### src/rtl/spm_pkg.sv
package spm_pkg;

    localparam int unsigned ADDR_W = 32;
    localparam int unsigned DATA_W = 32;
    localparam int unsigned WAYS   = 4;

    typedef enum logic [1:0] {
        CFG_TAG_BASE  = 2'b00,
        CFG_DATA_BASE = 2'b01,
        CFG_WAY_MASK  = 2'b10,
        CFG_NONE      = 2'b11
    } cfg_sel_e;

    typedef struct packed {
        logic [ADDR_W-1:0] tag_base;
        logic [ADDR_W-1:0] data_base;
        logic [WAYS-1:0]   way_mask;
    } cfg_state_t;

endpackage

### src/rtl/spm_cfg_regs.sv
module spm_cfg_regs
    import spm_pkg::*;
(
    input  logic              clk,
    input  logic              rst_n,
    input  logic              cfg_we,
    input  logic [1:0]        cfg_sel,
    input  logic [DATA_W-1:0] cfg_wdata,
    output logic [ADDR_W-1:0] tag_base,
    output logic [ADDR_W-1:0] data_base,
    output logic [WAYS-1:0]   way_mask
);

    cfg_state_t cfg_d;
    cfg_state_t cfg_q;

    always_comb begin
        cfg_d = cfg_q;
        if (cfg_we) begin
            unique case (cfg_sel_e'(cfg_sel))
                CFG_TAG_BASE:  cfg_d.tag_base  = cfg_wdata[ADDR_W-1:0];
                CFG_DATA_BASE: cfg_d.data_base = cfg_wdata[ADDR_W-1:0];
                CFG_WAY_MASK:  cfg_d.way_mask  = cfg_wdata[WAYS-1:0];
                default:       cfg_d           = cfg_q;
            endcase
        end
    end

    always_ff @(posedge clk or negedge rst_n) begin
        if (!rst_n) begin
            cfg_q <= '0;
        end else begin
            cfg_q <= cfg_d;
        end
    end

    assign tag_base  = cfg_q.tag_base;
    assign data_base = cfg_q.data_base;
    assign way_mask  = cfg_q.way_mask;

endmodule

### src/rtl/spm_region_ctrl.sv
module spm_region_ctrl #(
    parameter int unsigned ADDR_W      = 32,
    parameter int unsigned DATA_W      = 32,
    parameter int unsigned WAYS        = 4,
    parameter int unsigned REGION_LOG2 = 9,
    parameter int unsigned WAY_LSB     = 7,
    parameter int unsigned SPM_IDX_LSB = 2,
    parameter int unsigned IDX_LSB     = 5,
    parameter int unsigned IDX_W       = 5,
    parameter int unsigned TAG_LSB     = 10
) (
    input  logic [ADDR_W-1:0]       addr,
    input  logic [DATA_W-1:0]       wdata,
    input  logic [ADDR_W-1:0]       base,
    input  logic [WAYS-1:0]         way_mask,
    output logic                    hit,
    output logic [IDX_W-1:0]        index,
    output logic [DATA_W-1:0]       wval,
    output logic [$clog2(WAYS)-1:0] way
);

    localparam int unsigned WAY_W = $clog2(WAYS);
    localparam int unsigned TAG_W = ADDR_W - TAG_LSB;

    logic              in_window;
    logic              way_on;
    logic [IDX_W-1:0]  spm_index;
    logic [IDX_W-1:0]  reg_index;
    logic [TAG_W-1:0]  reg_tag;

    // Window compare on the bits above the window size; base low bits unused
    assign in_window = (addr[ADDR_W-1:REGION_LOG2] == base[ADDR_W-1:REGION_LOG2]);
    assign way       = addr[WAY_LSB +: WAY_W];
    assign way_on    = way_mask[way];
    assign hit       = in_window && way_on;

    assign spm_index = addr[SPM_IDX_LSB +: IDX_W];
    assign reg_index = addr[IDX_LSB +: IDX_W];
    assign reg_tag   = addr[ADDR_W-1:TAG_LSB];

    // Index and write-value selection
    always_comb begin
        if (hit) begin
            index = spm_index;
            wval  = wdata;
        end else begin
            index = reg_index;
            wval  = DATA_W'(reg_tag);
        end
    end

endmodule

### src/rtl/spm_hit_ctrl.sv
module spm_hit_ctrl
    import spm_pkg::*;
#(
    parameter int unsigned IDX_W       = 5,
    parameter int unsigned TS_LOG2     = 9,
    parameter int unsigned TS_WAY_LSB  = 7,
    parameter int unsigned DS_LOG2     = 12,
    parameter int unsigned DS_WAY_LSB  = 10,
    localparam int unsigned WAY_W      = $clog2(WAYS)
) (
    input  logic              clk,
    input  logic              rst_n,
    input  logic              cfg_we,
    input  logic [1:0]        cfg_sel,
    input  logic [DATA_W-1:0] cfg_wdata,
    input  logic [ADDR_W-1:0] addr,
    input  logic [DATA_W-1:0] wdata,
    output logic              ts_hit,
    output logic [IDX_W-1:0]  ts_index,
    output logic [DATA_W-1:0] ts_wval,
    output logic [WAY_W-1:0]  ts_way,
    output logic              ds_hit,
    output logic [IDX_W-1:0]  ds_index,
    output logic [DATA_W-1:0] ds_wval,
    output logic [WAY_W-1:0]  ds_way
);

    logic [ADDR_W-1:0] tag_base_q;
    logic [ADDR_W-1:0] data_base_q;
    logic [WAYS-1:0]   way_mask_q;

    spm_cfg_regs u_cfg (
        .clk       (clk),
        .rst_n     (rst_n),
        .cfg_we    (cfg_we),
        .cfg_sel   (cfg_sel),
        .cfg_wdata (cfg_wdata),
        .tag_base  (tag_base_q),
        .data_base (data_base_q),
        .way_mask  (way_mask_q)
    );

    // Tag window: word index inside one way
    spm_region_ctrl #(
        .ADDR_W      (ADDR_W),
        .DATA_W      (DATA_W),
        .WAYS        (WAYS),
        .REGION_LOG2 (TS_LOG2),
        .WAY_LSB     (TS_WAY_LSB),
        .SPM_IDX_LSB (2),
        .IDX_LSB     (5),
        .IDX_W       (IDX_W),
        .TAG_LSB     (10)
    ) u_ts (
        .addr     (addr),
        .wdata    (wdata),
        .base     (tag_base_q),
        .way_mask (way_mask_q),
        .hit      (ts_hit),
        .index    (ts_index),
        .wval     (ts_wval),
        .way      (ts_way)
    );

    // Data window: line index inside one way
    spm_region_ctrl #(
        .ADDR_W      (ADDR_W),
        .DATA_W      (DATA_W),
        .WAYS        (WAYS),
        .REGION_LOG2 (DS_LOG2),
        .WAY_LSB     (DS_WAY_LSB),
        .SPM_IDX_LSB (5),
        .IDX_LSB     (5),
        .IDX_W       (IDX_W),
        .TAG_LSB     (10)
    ) u_ds (
        .addr     (addr),
        .wdata    (wdata),
        .base     (data_base_q),
        .way_mask (way_mask_q),
        .hit      (ds_hit),
        .index    (ds_index),
        .wval     (ds_wval),
        .way      (ds_way)
    );

endmodule

### config.mk
export PLATFORM = sky130hd
export DESIGN_NAME = spm_hit_ctrl
export DESIGN_NICKNAME = d
export VERILOG_FILES = /design/src/rtl/spm_pkg.sv /design/src/rtl/spm_cfg_regs.sv /design/src/rtl/spm_region_ctrl.sv /design/src/rtl/spm_hit_ctrl.sv
export SDC_FILE = /design/constraint.sdc
export NUM_CORES = 1
export LEC_CHECK = 0
export BUFFER_PORTS_ARGS = -buffer_cell sky130_fd_sc_hd__buf_2
export CAP_MARGIN = 30
export CORE_MARGIN = 4
export CORE_UTILIZATION = 48
export DETAILED_ROUTE_END_ITERATION = 8
export GPL_ROUTABILITY_DRIVEN = 0
export GPL_TIMING_DRIVEN = 0
export HOLD_SLACK_MARGIN = 0.05
export PLACE_DENSITY = 0.87
export RECOVER_POWER = 100
export SLEW_MARGIN = 20
export SYNTH_ARGS = -nofsm -noshare
export SYNTH_HDL_FRONTEND = slang
export SYNTH_SLANG_ARGS = --single-unit
### constraint.sdc
create_clock -name clk -period 4 [get_ports clk]
set_input_delay 0.2 -clock clk [delete_from_list [all_inputs] [get_ports clk]]
set_output_delay 0.2 -clock clk [all_outputs]
set_load 0.01 [all_outputs]
==> out/results.tsv <==
metric	value	unit
outcome	completed	
synthFlopType	dfrtp_1	
cts_resized	0	
drt_pass_1_iters	4	
cts_num_sinks	47	
fin_setup_tns	0	ns
clk_latency	0.30	ns
finish.utilization	64.49	%
grt_remaining_overflow	0	
timing_worst_slew_pin_value	1.304	ns
cts_clk_pin_slew_worst_paths	0.08	ns
synth-edff-count	0	
p_int	0.8944	mW
synth_cell_area	3136	sq um
numCtsBuffers	5	
power.share.switching	30.67	%
final_min_period_over_clock_period	78.11	%
post_cts.repair.setup_buffers	0	
layout_cell_share_with_drive_strength_beyond_1	51.24	%
max_slew_margin	13.03	%
drt-vias-per-instance	5.238	
crit_arrival	2.92	ns
groute.layer.met2.usage	40.28	%
timing.hold.worst_endpoint	u_cfg.way_mask[1]	
ir_worst_vdd	0.1678	mV
yosys.cell_count.top_type	mux2_2	
top_fanout_value_on_the_critical_path	10	
clock.fmax	320.0	MHz
antenna-diode-count	0	
critical_path_buf_inv_count	2	
power.share.combinational	29.8	%
critical_path.max_stage_delay	0.56	ns
synth.top_cells.by_area	dfrtp_1 38%, mux2_2 35%, xor2_1 7.5%	
grt_antenna_before_repair	0	
clock-root-buffer	clkbuf_8	
p_leak	1.815	nW
largest_delay_contributor_family_on_the_critical_path	simple AND/OR/NAND/NOR gates	
gr-max-usage-layer	met2	
global_route.usage.met3	4.655	%
worst_setup_path_end_kind	output port	
p_seq_share	48.6	%
post-route-min-period	3.125	ns
ys_async_sr_fraction	100.0	%
grt_pass1_wl	13120	um
timing.hold.worst.start	cfg_wdata[1]	
worst-r2r-cell-count	1	
synth.net_count	361	
final-hold-violation-count	0	
postSynthAreaPerCell	12.06	sq um
placementRows	29	
placed_area	4125	sq um
detail_route.drc_violations	0	
drt-total-wl	8973	um
drt.antenna.violating_nets	0	
clock_power_share	21.5	%
cts_tree	built	
syn_to_final_growth	30.61	%
setup.worst_path.class	register to output port	
port-buffer-count	173	
p_switching	0.3956	mW
route.vias.total	2724	
design.die.area	7889	sq um
timing.hold.worst_path_depth	2	
globalRouteTotalUtil	22.01	%
floorplan.die.width	88.82	um
worst-r2r-setup-slack	3.18	ns
synth.lib_cells_used.distinct	25	
ys_seq_elements	47	
design.final.nets	543	
detailedPlacementHpwl	7359	um
core_area	6350	sq um
post_synth_most_frequent_cells	97 x mux2_2, 47 x dfrtp_1, 27 x xor2_1	
grt_setup_unrepaired	no	
post_drt_wl_per_cell	17.26	um
r2r_path_end	u_cfg.tag_base[31]	
timing.hold.worst.class	input pin to register	
grt_pass1_vias	2735	
fin_clk_skew	0	ns
slowest_stage	or4_1	
finish.instance_area	4095	sq um
reported_max_cap_violation_count	0	
use_met1	25.53	%
die_h	88.82	um
timing.critical_path.cells	xor2_1 -> or4_1 -> or4_1 -> nor4_1 -> clkbuf_1 -> and2_2 -> clkbuf_1	
htree_levels	2	
finalSetupViolCount	0	
syn-instance-count	260	
power_per_cell_area	315.0	nW/um^2
clk_path_buf_depth	2	
slew_viol_final	0	
ys.warnings.count	0	
io_pins	181	
nature_of_the_critical_path_startpoint	register	
synth_top_area_share	37.51	%
floorplan.initialDensity	49.38	%
synth.yosys.seq_area_share	37.51	%
required	3.80	ns
drt_iter0_markers	135	
worstReg2RegStart	u_cfg.tag_base[31]	
post-synth-top-area-cell	dfrtp_1	
grt_start_max_net_pins	25	
cell type report:
type	instances	area, sq um
multi-input cells	193	1836
clock buffers	6	72.57
repair buffers	175	793.3
well taps	77	96.34
fillers	540	2255
flip-flops and latches	47	1176
plain buffers	20	108.9
clock inverters	2	12.51
flip-flops by register name (all words and copies together) (netlist names):
signal	count
u_cfg.tag_base	23
u_cfg.way_mask	4
u_cfg.data_base	20
cells in the final DEF, fill, tap and decap left out, drive strengths merged:
| master | netlist | final |
|---|---|---|
| a21oi | 1 | 1 |
| and2 | 20 | 20 |
| buf | 14 | 111 |
| clkbuf | 6 | 89 |
| clkinv | 0 | 1 |
| clkinvlp | 0 | 1 |
| dfrtp | 47 | 47 |
| dlygate4sd3 | 0 | 1 |
| mux2 | 97 | 97 |
| mux2i | 1 | 1 |
| mux4 | 1 | 1 |
| nand2 | 3 | 3 |
| nand3 | 1 | 1 |
| nand3b | 2 | 2 |
| nand4 | 6 | 6 |
| nand4b | 2 | 2 |
| nor2 | 1 | 1 |
| nor3 | 1 | 1 |
| nor3b | 2 | 2 |
| nor4 | 8 | 8 |
| or3 | 1 | 1 |
| or4 | 2 | 2 |
| or4b | 1 | 1 |
| xnor2 | 16 | 16 |
| xor2 | 27 | 27 |
through the flow:
step	hold slack (ns)	total power, mW	std cells	worst slack [ns]
6_report	0.1253	1.290	520	0.8754
5_1_grt	0.1307	1.364	520	0.7149
4_1_cts	0.1266	1.307	520	1.080
3_5_place_dp	0.2315	1.030	511	1.464
3_3_place_gp	0.4155	1.003	510	1.480
2_1_floorplan	-0.09559	0.8642	260	1.760
what timing repair did:
item	4_1_cts	5_1_grt
endpoints found under the hold margin	23	0
setup endpoints to repair	0	0
hold buffers	1	0
worst max-delay path by stage:
stage               slack, ns  depth (start not counted)     endpoint          startpoint
finish                   0.88                          7  ts_wval[23]  u_cfg.tag_base[12]
global route             0.71                          7  ts_wval[26]  u_cfg.tag_base[17]
CTS                      1.08                          7   ts_wval[6]  u_cfg.tag_base[27]
detailed placement       1.46                          7   ts_wval[5]  u_cfg.tag_base[22]
global placement         1.48                          7  ts_wval[13]  u_cfg.tag_base[22]
floorplan                1.76                          6  ts_wval[22]  u_cfg.tag_base[17]
power by group through the flow:
stage	sequential (mW)	clock [mW]	combinational, mW
2_1_floorplan	0.620	0	0.244
3_3_place_gp	0.628	0	0.375
3_5_place_dp	0.637	0	0.393
4_1_cts	0.627	0.282	0.399
5_1_grt	0.636	0.304	0.423
6_report	0.627	0.278	0.385
routing by layer:
metal	part of all wire (%)	vias to the layer above	wire, um
li1	-	1288	-
met1	37	1292	3320
met2	52	128	4689
met3	9.0	16	806
met4	1.7	0	157
met5	0	-	0
kinds of logic after synthesis:
logic type,Yosys count,share of synthesized area (%)
AO/OA/AOI/OAI,1,0.1595
XOR/XNOR,43,12.01
buffers and inverters,20,3.751
flip-flops,47,37.51
multiplexers,99,35.87
AND/OR/NAND/NOR,50,10.69
Power figures use the tool's default switching activity.
